--- src/rtl/hp_evt_pkg.sv ---
package hp_evt_pkg;
    localparam int REG_W      = 32;
    localparam int NUM_SMI    = 4;
    localparam int NUM_SCI    = 2;
    localparam int SCI_LO_BIT = 30;   // bit 30 hot-plug SCI, bit 31 power-management SCI
    localparam int PM_IDX     = 0;    // SMI bit driven by the power-management enable

    typedef struct packed {
        logic set;
        logic clr;
    } cell_ctl_t;
endpackage

--- src/rtl/hp_rise_det.sv ---
module hp_rise_det #(
    parameter int W = 4
) (
    input  logic         clk,
    input  logic         rst_n,
    input  logic [W-1:0] lvl_i,
    output logic [W-1:0] rise_o
);
    logic [W-1:0] prev_d, prev_q;

    always_comb begin
        prev_d = lvl_i;
        rise_o = lvl_i & ~prev_q;
    end

    always_ff @(posedge clk) begin
        if (!rst_n) prev_q <= '0;
        else        prev_q <= prev_d;
    end
endmodule

--- src/rtl/hp_w1c_cell.sv ---
module hp_w1c_cell
    import hp_evt_pkg::*;
(
    input  logic      clk,
    input  logic      rst_n,
    input  cell_ctl_t ctl_i,
    output logic      q_o
);
    logic q_d, q_q;

    always_comb begin
        q_d = q_q;
        if (ctl_i.clr) q_d = 1'b0;
        if (ctl_i.set) q_d = 1'b1;   // set has priority over clear
    end

    always_ff @(posedge clk) begin
        if (!rst_n) q_q <= 1'b0;
        else        q_q <= q_d;
    end

    assign q_o = q_q;

    a_r8_set_wins: assert property (@(posedge clk) disable iff (!rst_n)
        ctl_i.set |=> q_o);
    a_r7_clear: assert property (@(posedge clk) disable iff (!rst_n)
        (ctl_i.clr && !ctl_i.set) |=> !q_o);
    a_r7_hold: assert property (@(posedge clk) disable iff (!rst_n)
        (!ctl_i.clr && !ctl_i.set) |=> $stable(q_o));
endmodule

--- src/rtl/hp_evt_status.sv ---
module hp_evt_status
    import hp_evt_pkg::*;
(
    input  logic             clk,
    input  logic             rst_n,
    input  logic             cmd_done_flag,
    input  logic             attn_btn_flag,
    input  logic             pres_chg_flag,
    input  logic             pm_stat_flag,
    input  logic             hp_smi_en,
    input  logic             pm_smi_en,
    input  logic             hp_sci_evt,
    input  logic             pm_sci_evt,
    input  logic             wr_en,
    input  logic [REG_W-1:0] wr_data,
    output logic [REG_W-1:0] rd_data,
    output logic             smi_req,
    output logic             sci_req
);
    logic [NUM_SMI-1:0] flags, rise, smi_en, smi_q;
    logic [NUM_SCI-1:0] sci_evt, sci_q;
    cell_ctl_t          smi_ctl [NUM_SMI];
    cell_ctl_t          sci_ctl [NUM_SCI];

    assign flags   = {cmd_done_flag, attn_btn_flag, pres_chg_flag, pm_stat_flag};
    assign sci_evt = {pm_sci_evt, hp_sci_evt};

    hp_rise_det #(.W(NUM_SMI)) u_rise (
        .clk    (clk),
        .rst_n  (rst_n),
        .lvl_i  (flags),
        .rise_o (rise)
    );

    always_comb begin
        for (int i = 0; i < NUM_SMI; i++) begin
            smi_en[i]      = (i == PM_IDX) ? pm_smi_en : hp_smi_en;
            smi_ctl[i].set = rise[i] & smi_en[i];
            smi_ctl[i].clr = wr_en & wr_data[i];
        end
        for (int j = 0; j < NUM_SCI; j++) begin
            sci_ctl[j].set = sci_evt[j];
            sci_ctl[j].clr = wr_en & wr_data[SCI_LO_BIT + j];
        end
    end

    for (genvar g = 0; g < NUM_SMI; g++) begin : g_smi
        hp_w1c_cell u_cell (
            .clk   (clk),
            .rst_n (rst_n),
            .ctl_i (smi_ctl[g]),
            .q_o   (smi_q[g])
        );
    end

    for (genvar g = 0; g < NUM_SCI; g++) begin : g_sci
        hp_w1c_cell u_cell (
            .clk   (clk),
            .rst_n (rst_n),
            .ctl_i (sci_ctl[g]),
            .q_o   (sci_q[g])
        );
    end

    always_comb begin
        rd_data                                  = '0;
        rd_data[NUM_SMI-1:0]                     = smi_q;
        rd_data[SCI_LO_BIT+NUM_SCI-1:SCI_LO_BIT] = sci_q;
        smi_req                                  = |smi_q;
        sci_req                                  = |sci_q;
    end

    a_r9_reserved_zero: assert property (@(posedge clk) disable iff (!rst_n)
        rd_data[SCI_LO_BIT-1:NUM_SMI] == '0);
    a_r10_smi_or: assert property (@(posedge clk) disable iff (!rst_n)
        smi_req == (rd_data[NUM_SMI-1:0] != '0));
    a_r11_sci_or: assert property (@(posedge clk) disable iff (!rst_n)
        sci_req == (rd_data[REG_W-1:SCI_LO_BIT] != '0));
    a_r2_gate: assert property (@(posedge clk) disable iff (!rst_n)
        $rose(rd_data[3]) |-> ($past(hp_smi_en) && $past(cmd_done_flag)));
    a_r5_gate: assert property (@(posedge clk) disable iff (!rst_n)
        $rose(rd_data[0]) |-> ($past(pm_smi_en) && $past(pm_stat_flag)));
    a_r1_reset: assert property (@(posedge clk)
        !rst_n |=> (rd_data == '0));
endmodule

--- config.mk ---
export PLATFORM = sky130hd
export DESIGN_NAME = hp_evt_status
export DESIGN_NICKNAME = d
export VERILOG_FILES = /design/src/rtl/hp_evt_pkg.sv /design/src/rtl/hp_rise_det.sv /design/src/rtl/hp_w1c_cell.sv /design/src/rtl/hp_evt_status.sv
export SDC_FILE = /design/constraint.sdc
export NUM_CORES = 1
export LEC_CHECK = 0
export CORE_MARGIN = 3
export CORE_UTILIZATION = 27
export CTS_BUF_LIST = sky130_fd_sc_hd__clkbuf_8
export DETAILED_ROUTE_END_ITERATION = 6
export PLACE_DENSITY = 0.81
export SYNTH_ARGS = -nofsm -noshare
export SYNTH_HDL_FRONTEND = slang
export SYNTH_HIERARCHICAL = 1
export SYNTH_SLANG_ARGS = --single-unit
--- constraint.sdc ---
create_clock -name clk -period 1.62 [get_ports clk]
set_clock_uncertainty 0.15 [all_clocks]
set_input_delay 0.405 -clock clk [delete_from_list [all_inputs] [get_ports clk]]
set_output_delay 0.405 -clock clk [all_outputs]
set_load 0.05 [all_outputs]
==> flow_summary_export.csv <==
group,metric,value,unit
outcome,status,"complete, but fails checks",
outcome,violated_checks,"setup timing",
power,pwr-share-clk,33.1,%
global_routing,global_route_wire_length_before_repair,1.511,mm
finish,layout.nets,142,
global_routing,track_usage,7.075,%
global_routing,grt_start_max_net_pins,11,
drt,detail_route.wl_per_cell,8.595,µm
clocking,cts_buffers,3,
drt,met1Wirelength,390,µm
setup_path,rr_worst_depth,3,
timing,post-route-period-util,109.9,%
finish,layout.cells.most_common,"sky130_fd_sc_hd__conb_1",
setup_path,worst_r2r_startpoint,"g_smi[0].u_cell/q_o",
yosys,synth.cell_area,653.1,µm²
finish,layout-drive-gt1-share,25.51,%
floorplan,rows,17,
yosys,synth_area_leader_cell,"sky130_fd_sc_hd__dfxtp_1",
power,p_int,593.2,µW
setup_path,critical_path_class,"flip-flop to output pin",
hold_path,worst_hold_path_type,"flip-flop to flip-flop",
power,total_power,914.0,µW
drt,drt_drc_violations_left,0,
placed_design,dp.final_hpwl,989.3,µm
clocking,clock_tree_buffer_depth,2,
yosys,post_synth_inst_count,69,
drt,post_drt_via_cell_ratio,3.381,
power,power.sequential.fraction,29.9,%
drt,route.top_layer_used,"met3",
timing,hold_viol_final,0,
finish,most_frequent_cells_in_the_layout,"sky130_fd_sc_hd__conb_1, sky130_fd_sc_hd__clkdlybuf4s50_1, sky130_fd_sc_hd__and2_1",
hold_path,hold_path_depth,2,
finish,antenna_diode_instance_count,0,
power,share_comb_of_total_power,37.0,%
setup_path,arrival,1230,ps
floorplan,floorplan.die.height,55.19,µm
setup_path,required,1060,ps
yosys,synth_top_cells_by_area,"sky130_fd_sc_hd__dfxtp_1, sky130_fd_sc_hd__buf_4, sky130_fd_sc_hd__and2_1, sky130_fd_sc_hd__nor2b_4, sky130_fd_sc_hd__o21a_1",
yosys,synth.yosys.seq_area_share,30.65,%
hold_path,worstHoldStart,"g_smi[3].u_cell/q_o",
timing,post-route-worst-setup-slack,-160.5,ps
finish,layoutNonFillerInstCount,126,
placed_design,placer_s_final_routability_congestion_estimate,0.6672,
global_routing,grt_pass1_vias,365,
yosys,synth.ff_latch_count,10,
placed_design,numPlacedInstances,122,
clocking,number_of_clock_sinks_seen_by_cts,10,
setup_path,cpMaxStageDelayCell,"sky130_fd_sc_hd__or4_4",
hold_path,worst_hold_path.endpoint,"g_smi[3].u_cell/q_o",
timing,min_clock_period_post_route,1780,ps
timing,number_of_max_slew_violations_in_the_final_report,0,
drt,dr.pass1.iters,3,
yosys,netlist.area_leader.share,30.65,%
setup_path,crit_path_cell_chain,"or4_4 > buf_6",
yosys,yosysWarnings,6,
setup_path,r2r_setup_slack,640,ps
drt,final_wl,1.083,mm
timing,fmax,561.6,MHz
run,drv_cap,0,
drt,ant_nets,0,
floorplan,floorplan.io_pins,77,
clocking,cts-htree-levels,1,
drt,detailroute.via_count,426,
setup_path,critical_path.endpoint_type,"output pin",
clocking,clk_latency,230,ps
placed_design,numPortBuffers,24,
finish,area_growth,48.08,%
timing,setup_viol_count_final,1,
clocking,clock_tree_from_tritoncts,"built",
setup_path,crit_fanout,2,
drt,route.met3.wl,143,µm
power,power.leakage,0.4340,nW
power,power.ir.vdd_worst,0.4255,mV
power,power.share.switching,35.10,%
setup_path,r2r-end,"g_smi[0].u_cell/q_o",
yosys,syn-mean-instance-area,9.466,µm²
floorplan,floorplan.die_area,0.003045,mm²
setup_path,worstSetupStartpointType,"flip-flop",
power,power_density,945.0,mW/mm²
global_routing,antenna_found_initial,0,
clocking,clkSlewWorstSetupHoldPaths,50,ps
setup_path,timing.critical_path.slowest_cell_delay,520,ps
floorplan,effective_utilization_at_floorplan,28.97,%
timing,unrepaired_setup_endpoints_after_global_routing,"true",
floorplan,core_area,0.002255,mm²
power,total_switching_power,320.8,µW
yosys,ys_types,9,
global_routing,final_global_route_overflow_total,0,
drt,initialDrtViolationCount,5,
floorplan,horizontal_die_dimension,55.19,µm
clocking,clock_tree.root_cell,"sky130_fd_sc_hd__clkbuf_8",
timing,fin_hold_ws,472.8,ps
drt,dr_wl_met2,549,µm
## state kept, by name (all words and copies together) (netlist names)
| name | cells |
|---|---|
| g_sci.u_cell/q_o | 2 |
| u_rise/prev_q | 4 |
| g_smi.u_cell/q_o | 4 |
## critical path, delay by kind of cell (launching register included)
kind                   cells  cell delay (ps)
buffers and inverters      1              170
AND/OR/NAND/NOR            1              520
flip-flops                 1              310
## synthesized netlist by cell type
cell                      instances
sky130_fd_sc_hd__or4_1            1
sky130_fd_sc_hd__nor2b_1          4
sky130_fd_sc_hd__dfxtp_1         10
sky130_fd_sc_hd__nor2b_4          6
sky130_fd_sc_hd__and2_1          14
sky130_fd_sc_hd__o21a_1           6
sky130_fd_sc_hd__or2_2            1
sky130_fd_sc_hd__conb_1           1
sky130_fd_sc_hd__buf_4           26
## logic make-up after synthesis
family | count (synthesis) | share of synthesized area [%]
AND/OR/NAND/NOR | 26 | 31.99
buffers and inverters | 26 | 29.89
AO/OA/AOI/OAI | 6 | 6.896
flip-flops | 10 | 30.65
other | 1 | 0.5742
## power groups by stage
stage / clock, mW / sequential, mW / combinational (mW)
after CTS: 0.315 / 0.273 / 0.337
final: 0.303 / 0.273 / 0.338
after global placement: 0 / 0.277 / 0.331
after detailed placement: 0 / 0.278 / 0.334
after floorplan: 0 / 0.307 / 0.250
after global routing: 0.332 / 0.275 / 0.356
## through the flow
| stage | utilization (%) | cell area (µm²) | setup slack [ps] | TNS [ps] |
|---|---|---|---|---|
| floorplan | - | 754.5 | 4.075 | 0 |
| global placement | 40.12 | 904.6 | 5.777 | 0 |
| detailed placement | 40.12 | 904.6 | -2.035 | -2.035 |
| CTS | 42.73 | 963.4 | -171.5 | -171.5 |
| global route | 42.90 | 967.2 | -193.2 | -193.2 |
| finish | 42.90 | 967.2 | -160.5 | -160.5 |
## what timing repair did
item,4_1_cts,5_1_grt
endpoints found under the hold margin,0,0
hold buffers,0,0
endpoints found under the setup margin,1,2
buffers inserted,0,0
pin swaps,0,0
resized for setup,1,1
## cell type report
cell class,instances,area [µm²]
Clock buffer,4,55.05
Timing Repair Buffer,26,317.8
Tap cell,28,35.03
Sequential cell,10,203.9
Multi-Input combinational cell,58,355.3
Fill cell,237,1287
## worst max path at each step
stage,from,to,slack (ps),depth (start not counted)
after global placement,wr_en,g_smi[0].u_cell/q_o,6,4
final,g_smi[2].u_cell/q_o,smi_req,-160,2
after CTS,g_smi[2].u_cell/q_o,smi_req,-170,2
after global routing,g_smi[2].u_cell/q_o,smi_req,-190,2
after detailed placement,wr_en,g_smi[3].u_cell/q_o,-2,4
after floorplan,g_smi[2].u_cell/q_o,smi_req,4,1
## routing by layer
| layer | GRT usage, % | up-vias |
|---|---|---|
| met1 | 8.078 | 180 |
| met4 | 0 | 0 |
| li1 | - | 219 |
| met5 | 0 | - |
| met3 | 3.485 | 0 |
| met2 | 12.60 | 27 |
Power figures use the tool's default switching activity.
